--- src/rtl/cpu_irq_pkg.sv ---
package cpu_irq_pkg;

    localparam int XLEN_DEF  = 32;
    localparam int LINES_DEF = 32;

    typedef enum logic [1:0] {
        SEL_PEND = 2'd0,
        SEL_MASK = 2'd1,
        SEL_ENAB = 2'd2,
        SEL_BASE = 2'd3
    } csr_sel_e;

    // bit 1 = saved copy, bit 0 = live global enable
    typedef struct packed {
        logic saved;
        logic live;
    } irq_en_t;

    function automatic logic [XLEN_DEF-1:0] slot_addr(
        input logic [XLEN_DEF-1:0] base,
        input int unsigned         id,
        input int unsigned         shift
    );
        return base + (XLEN_DEF'(id) << shift);
    endfunction

endpackage

--- src/rtl/irq_pending_bank.sv ---
module irq_pending_bank #(
    parameter int N = 32
) (
    input  logic         clk,
    input  logic         rst,
    input  logic [N-1:0] lines_i,
    input  logic         clr_en_i,
    input  logic [N-1:0] clr_bits_i,
    output logic [N-1:0] pend_o
);
    logic [N-1:0] pend_q;
    logic [N-1:0] clr_vec;

    assign clr_vec = clr_en_i ? clr_bits_i : '0;

    // Clear wins on the write edge; a held line re-sets the bit one edge later.
    always_ff @(posedge clk) begin
        if (rst) pend_q <= '0;
        else     pend_q <= (pend_q | lines_i) & ~clr_vec;
    end

    assign pend_o = pend_q;

    // without a clear, no pending bit ever falls
    a_r3_sticky: assert property (@(posedge clk) disable iff (rst)
        !clr_en_i |=> ($past(rst) || (($past(pend_q) & ~pend_q) == '0)));

    // a high line is latched at the next edge when not cleared
    a_r2_latch: assert property (@(posedge clk) disable iff (rst)
        !clr_en_i |=> ($past(rst) || ((pend_q & $past(lines_i)) == $past(lines_i))));

endmodule

--- src/rtl/irq_enable_ctl.sv ---
module irq_enable_ctl
    import cpu_irq_pkg::*;
(
    input  logic    clk,
    input  logic    rst,
    input  logic    take_i,
    input  logic    wr_en_i,
    input  logic [1:0] wr_data_i,
    input  logic    eret_i,
    output irq_en_t en_o
);
    irq_en_t en_q;
    irq_en_t en_d;

    // Priority: take, then software write, then return-from-exception.
    always_comb begin
        en_d = en_q;
        if (take_i) begin
            en_d.saved = 1'b1;
            en_d.live  = 1'b0;
        end else if (wr_en_i) begin
            en_d = irq_en_t'(wr_data_i);
        end else if (eret_i) begin
            en_d.live = en_q.saved;
        end
    end

    always_ff @(posedge clk) begin
        if (rst) en_q <= '0;
        else     en_q <= en_d;
    end

    assign en_o = en_q;

    // a take always leaves the saved-only pattern
    a_r7_after_take: assert property (@(posedge clk) disable iff (rst)
        take_i |=> (en_q == 2'b10));

    // return restores the live bit from the saved bit
    a_r8_eret: assert property (@(posedge clk) disable iff (rst)
        (eret_i && !take_i && !wr_en_i) |=> (en_q.live == $past(en_q.saved) && en_q.saved == $past(en_q.saved)));

endmodule

--- src/rtl/irq_redirect.sv ---
module irq_redirect
    import cpu_irq_pkg::*;
#(
    parameter int N          = 32,
    parameter int XLEN       = 32,
    parameter int EXC_ID     = 6,
    parameter int SLOT_SHIFT = 5
) (
    input  logic            clk,
    input  logic            rst,
    input  logic            boundary_i,
    input  logic            en_live_i,
    input  logic [N-1:0]    pend_i,
    input  logic [N-1:0]    mask_i,
    input  logic [XLEN-1:0] base_i,
    input  logic [XLEN-1:0] pc_i,
    output logic            take_o,
    output logic            valid_o,
    output logic [XLEN-1:0] ret_pc_o,
    output logic [XLEN-1:0] target_o
);
    logic            valid_q;
    logic [XLEN-1:0] ret_q;
    logic [XLEN-1:0] tgt_q;
    logic            any_armed;

    assign any_armed = |(pend_i & mask_i);
    assign take_o    = boundary_i & en_live_i & any_armed;

    always_ff @(posedge clk) begin
        if (rst) begin
            valid_q <= 1'b0;
            ret_q   <= '0;
            tgt_q   <= '0;
        end else begin
            valid_q <= take_o;
            if (take_o) begin
                ret_q <= pc_i;
                tgt_q <= slot_addr(base_i, EXC_ID, SLOT_SHIFT);
            end
        end
    end

    assign valid_o  = valid_q;
    assign ret_pc_o = ret_q;
    assign target_o = tgt_q;

    // no redirect without a boundary in the previous cycle
    a_r5_needs_boundary: assert property (@(posedge clk) disable iff (rst)
        valid_q |-> ($past(boundary_i) && !$past(rst)));

    // the redirect is a single-cycle pulse
    a_r6_single_pulse: assert property (@(posedge clk) disable iff (rst)
        valid_q |=> !valid_q);

endmodule

--- src/rtl/cpu_irq_unit.sv ---
module cpu_irq_unit
    import cpu_irq_pkg::*;
#(
    parameter int N          = LINES_DEF,
    parameter int XLEN       = XLEN_DEF,
    parameter int EXC_ID     = 6,
    parameter int SLOT_SHIFT = 5,
    parameter int BASE_ALIGN = 8,
    parameter int RA_REG     = 30,
    parameter int REG_IDX_W  = 5
) (
    input  logic                 clk,
    input  logic                 rst,
    input  logic [N-1:0]         irq_lines,
    input  logic                 csr_we,
    input  logic [1:0]           csr_addr,
    input  logic [XLEN-1:0]      csr_wdata,
    output logic [XLEN-1:0]      csr_rdata,
    input  logic                 insn_done,
    input  logic [XLEN-1:0]      cur_pc,
    input  logic                 eret,
    output logic                 ret_we,
    output logic [REG_IDX_W-1:0] ret_reg,
    output logic [XLEN-1:0]      ret_value,
    output logic                 pc_load,
    output logic [XLEN-1:0]      pc_target
);
    localparam int BASE_HI = XLEN - BASE_ALIGN;

    csr_sel_e        sel;
    logic [N-1:0]    pend;
    logic [N-1:0]    mask_q;
    logic [BASE_HI-1:0] base_hi_q;
    logic [XLEN-1:0] base_full;
    irq_en_t         en;
    logic            take;
    logic            redir_valid;

    assign sel       = csr_sel_e'(csr_addr);
    assign base_full = {base_hi_q, {BASE_ALIGN{1'b0}}};

    irq_pending_bank #(.N(N)) u_pend (
        .clk       (clk),
        .rst       (rst),
        .lines_i   (irq_lines),
        .clr_en_i  (csr_we && sel == SEL_PEND),
        .clr_bits_i(csr_wdata[N-1:0]),
        .pend_o    (pend)
    );

    irq_enable_ctl u_en (
        .clk      (clk),
        .rst      (rst),
        .take_i   (take),
        .wr_en_i  (csr_we && sel == SEL_ENAB),
        .wr_data_i(csr_wdata[1:0]),
        .eret_i   (eret),
        .en_o     (en)
    );

    irq_redirect #(
        .N(N), .XLEN(XLEN), .EXC_ID(EXC_ID), .SLOT_SHIFT(SLOT_SHIFT)
    ) u_redir (
        .clk       (clk),
        .rst       (rst),
        .boundary_i(insn_done),
        .en_live_i (en.live),
        .pend_i    (pend),
        .mask_i    (mask_q),
        .base_i    (base_full),
        .pc_i      (cur_pc),
        .take_o    (take),
        .valid_o   (redir_valid),
        .ret_pc_o  (ret_value),
        .target_o  (pc_target)
    );

    always_ff @(posedge clk) begin
        if (rst) begin
            mask_q    <= '0;
            base_hi_q <= '0;
        end else if (csr_we) begin
            if (sel == SEL_MASK) mask_q    <= csr_wdata[N-1:0];
            if (sel == SEL_BASE) base_hi_q <= csr_wdata[XLEN-1:BASE_ALIGN];
        end
    end

    always_comb begin
        unique case (sel)
            SEL_PEND: csr_rdata = XLEN'(pend);
            SEL_MASK: csr_rdata = XLEN'(mask_q);
            SEL_ENAB: csr_rdata = XLEN'(en);
            SEL_BASE: csr_rdata = base_full;
            default:  csr_rdata = '0;
        endcase
    end

    assign pc_load = redir_valid;
    assign ret_we  = redir_valid;
    assign ret_reg = REG_IDX_W'(RA_REG);

    // a redirect is always accompanied by the saved-only enable state
    a_r7_redirect_en: assert property (@(posedge clk) disable iff (rst)
        pc_load |-> (en == 2'b10));

    // a boundary with the live enable clear never redirects
    a_r5_disabled: assert property (@(posedge clk) disable iff (rst)
        (insn_done && !en.live) |=> !pc_load);

    // reset leaves the state registers cleared
    a_r1_reset: assert property (@(posedge clk)
        $past(rst) |-> (pend == '0 && mask_q == '0 && en == 2'b00 && !pc_load));

endmodule

--- config.mk ---
export PLATFORM = sky130hd
export DESIGN_NAME = cpu_irq_unit
export DESIGN_NICKNAME = d
export VERILOG_FILES = /design/src/rtl/cpu_irq_pkg.sv /design/src/rtl/irq_pending_bank.sv /design/src/rtl/irq_enable_ctl.sv /design/src/rtl/irq_redirect.sv /design/src/rtl/cpu_irq_unit.sv
export SDC_FILE = /design/constraint.sdc
export NUM_CORES = 1
export LEC_CHECK = 0
export CORE_MARGIN = 3
export CORE_UTILIZATION = 47
export DETAILED_ROUTE_END_ITERATION = 7
export PLACE_DENSITY = 0.82
export SLEW_MARGIN = 20
export SYNTH_ARGS = -nofsm -noshare
export SYNTH_HDL_FRONTEND = slang
export SYNTH_SLANG_ARGS = --single-unit
--- constraint.sdc ---
create_clock -name clk -period 2.9 [get_ports clk]
set_input_delay 0.87 -clock clk [delete_from_list [all_inputs] [get_ports clk]]
set_output_delay 0.87 -clock clk [all_outputs]
set_load 0.05 [all_outputs]
==> qor.log <==
qor: pwr.power_density 552.0 nW/um^2
qor: grt.grt_antenna_before_repair 0
qor: die.floorplan.core_area 13400 sq um
qor: layout.syn2layout_area_growth 44.81%
qor: critical_path.worst-endpoint-required 2.03 ns
qor: timing.fin_crit 2.803 ns
qor: layout.highest_count_cells_in_the_layout_ignoring_fill_and_taps sky130_fd_sc_hd__clkdlybuf4s50_1, sky130_fd_sc_hd__dfxtp_1, sky130_fd_sc_hd__nand2_1
qor: timing.setup_repair_after_global_routing_missed_its_margin no
qor: timing.final_hold_viol_count 0
qor: critical_path.worstSetupStartpointType primary input
qor: clock_network.post_cts_resized 0
qor: die.dieArea 15270 sq um
qor: pwr.fin_total_pwr 5194 uW
qor: pwr.leakage 0.003418 uW
qor: layout.num-fill-cells 1038
qor: placement.post-dp-hpwl 13130 microns
qor: synth.yosysWarningCount 0
qor: clock_network.post_cts_setup_buffer_count 0
qor: placement.gpl.final_weighted_congestion 0.8814
qor: synth.synth_cell_types 28
qor: clock_network.cts_tree yes
qor: routing.postRouteWirelength 18280 microns
qor: grt.track_usage 23.59%
qor: layout.final_common_cell sky130_fd_sc_hd__clkdlybuf4s50_1
qor: clock_network.clkTransAtPathRegs 0.05 ns
qor: critical_path.criticalPathCategory primary input to primary output
qor: run.timing.max_cap.violations 0
qor: routing.detail_route.vias_per_cell 5.220
qor: layout.final_layout_size_suffix_gt1_share 15.31%
qor: critical_path.timing.critical_path.slowest_cell_delay 0.35 ns
qor: timing.worst_pin_slew 0.6098 ns
qor: clock_network.numClockSinks 148
qor: die.chipWidth 123.6 microns
qor: layout.multi_input_comb_area 3292 sq um
qor: die.initial_core_util 48.49%
qor: clock_network.clock_latency 0.42 ns
qor: timing.setup_tns 0 ns
qor: routing.post-route-drc-count 0
qor: timing.final_setup_vio_count 0
qor: routing.post_drt_wl_per_cell 16.86 microns
qor: timing.timing_limited_maximum_frequency 0.3567 GHz
qor: clock_network.cts_buffer_depth 2
qor: grt.grt_first_pass_wirelength 28040 microns
qor: critical_path.crit_path_top_delay_cell sky130_fd_sc_hd__mux2_2
qor: synth.mappedNetlistArea 6497 sq um
qor: critical_path.crit_fanout 18
qor: synth.synth.top_cells.by_area sky130_fd_sc_hd__dfxtp_1, sky130_fd_sc_hd__nand2b_1, sky130_fd_sc_hd__mux2i_1, sky130_fd_sc_hd__nand2_1, sky130_fd_sc_hd__a21oi_1
qor: clock_network.cts_made_buffers 17
qor: layout.antennaDiodeCount 0
qor: synth.ff_latch_count_synth 148
qor: routing.drtIter0Drc 373
qor: synth.yosys_top_cell_by_area sky130_fd_sc_hd__dfxtp_1
qor: synth.syn_area_per_cell 8.999 sq um
qor: routing.vias 5658
qor: synth.netlist.area_leader.share 45.60%
qor: clock_network.holdBufCountCts 0
qor: layout.final_net_count 1000
qor: routing.detailedRoute.firstPassIterationCount 5
qor: clock_network.clock-root-buffer sky130_fd_sc_hd__clkbuf_16
qor: timing.relSlewSlack 59.22%
qor: layout.area.sequential 2963 sq um
qor: critical_path.crit_path_end_kind primary output
qor: hold_path.hp-class flop to flop
qor: timing.final.period_utilization 96.66%
qor: outcome.outcome finished clean
qor: die.core.rowCount 42
qor: synth.synth_seq_area_share 45.60%
qor: placement.placement.io_buffers 194
qor: critical_path.arrival_time_at_the_worst_endpoint 1.93 ns
qor: die.pin_count 206
qor: timing.timing.clock.skew 0.008169 ns
qor: routing.postRouteAntennaNets 0
qor: critical_path.critical_path.cell_chain buf_2 -> buf_12 -> mux2_2 -> a22o_2 -> buf_4
qor: grt.grt_pass1_vias 5433
qor: clock_network.cts_htree_levels 4
qor: synth.postSynthCellCount 722
qor: grt.maximum_number_of_pins_on_one_net_before_global_route_repair 68
qor: pwr.vdd.ir_drop.worst 0.4207 mV
qor: timing.max_slew_violation_count 0
qor: die.die_h 123.6 microns
qor: grt.grt.overflow.total 0
==> cell type report <==
type,count,area share (%)
Clock inverter,10,1.649
Multi-Input combinational cell,516,34.99
Sequential cell,148,31.49
Clock buffer,20,4.960
Timing Repair Buffer,214,24.57
Tap cell,176,2.340
==> Yosys cell counts <==
| cell type | number |
|---|---|
| sky130_fd_sc_hd__a211oi_1 | 32 |
| sky130_fd_sc_hd__nand2b_1 | 112 |
| sky130_fd_sc_hd__and2_0 | 1 |
| sky130_fd_sc_hd__nor4_2 | 1 |
| sky130_fd_sc_hd__buf_1 | 9 |
| sky130_fd_sc_hd__a2111oi_2 | 1 |
| sky130_fd_sc_hd__o21ai_0 | 3 |
| sky130_fd_sc_hd__buf_2 | 8 |
| sky130_fd_sc_hd__o21ba_1 | 1 |
| sky130_fd_sc_hd__buf_6 | 2 |
| sky130_fd_sc_hd__nand3b_1 | 1 |
| sky130_fd_sc_hd__clkbuf_1 | 34 |
| sky130_fd_sc_hd__nand4_1 | 4 |
| sky130_fd_sc_hd__and3_1 | 1 |
| sky130_fd_sc_hd__nor3_1 | 1 |
| sky130_fd_sc_hd__dfxtp_1 | 148 |
| sky130_fd_sc_hd__nor2_1 | 41 |
| sky130_fd_sc_hd__a21oi_1 | 56 |
| sky130_fd_sc_hd__nor2b_1 | 2 |
| sky130_fd_sc_hd__buf_4 | 14 |
| sky130_fd_sc_hd__conb_1 | 2 |
| sky130_fd_sc_hd__mux2_2 | 24 |
| sky130_fd_sc_hd__nand2_1 | 116 |
| sky130_fd_sc_hd__mux2i_1 | 66 |
| sky130_fd_sc_hd__a22oi_1 | 16 |
| sky130_fd_sc_hd__nand3_1 | 1 |
| sky130_fd_sc_hd__and2_1 | 1 |
| sky130_fd_sc_hd__a22o_1 | 24 |
==> layer usage <==
metal | share of wire, % | wire length, microns | track usage [%]
met1 | 43 | 7835 | 30.19
met2 | 46 | 8448 | 38.70
met3 | 9.5 | 1735 | 6.994
met4 | 1.4 | 258 | 6.851
met5 | 0 | 0 | 0
==> power breakdown <==
part	total, uW	internal [uW]	switching [uW]
combinational	715	342	373
clock	2310	1490	821
sequential	2170	2100	61.5
==> flip-flops by register name, summed over array words and instances (netlist names) <==
signal,flops
base_hi_q,24
mask_q,32
u_en.en_o,2
u_pend.pend_o,32
u_redir.ret_pc_o,32
u_redir.target_o,25
u_redir.valid_o,1
==> critical path, delay by kind of cell <==
kind | cells | cell delay, ns
AO/OA/AOI/OAI | 1 | 0.21
buffers and inverters | 3 | 0.49
multiplexers | 1 | 0.35
==> worst paths after layout <==
kind                                            from                    to  slack [ns]  cells after the start
worst min register to register  u_redir.ret_pc_o[11]  u_redir.ret_pc_o[11]        0.47                      2
worst max register to register     u_pend.pend_o[27]          u_en.en_o[0]        0.93                      6
worst max-delay path                     csr_addr[1]         csr_rdata[20]         0.1                      5
worst min-delay path            u_redir.ret_pc_o[11]  u_redir.ret_pc_o[11]        0.47                      2
==> stage by stage <==
stage	instance area, sq um	cells	hold slack (ns)	setup WS, ns	util (%)
final	9409	1084	0.4708	0.09690	70.21
after detailed placement	8787	1054	0.4635	0.1029	65.57
after CTS	9409	1084	0.4737	0.09650	70.21
after global placement	8787	1054	0.4583	0.1232	65.57
after global routing	9409	1084	0.4901	0.05691	70.21
after floorplan	6578	731	0.4463	0.06888	-
==> cells by family after synthesis <==
kind of cell,synth area share [%]
flops,45.60
buf+inv,5.064
compound gates,13.71
other cells,0.1156
simple gates,21.18
mux,14.33
No activity file was read; power rests on OpenSTA's default activity.
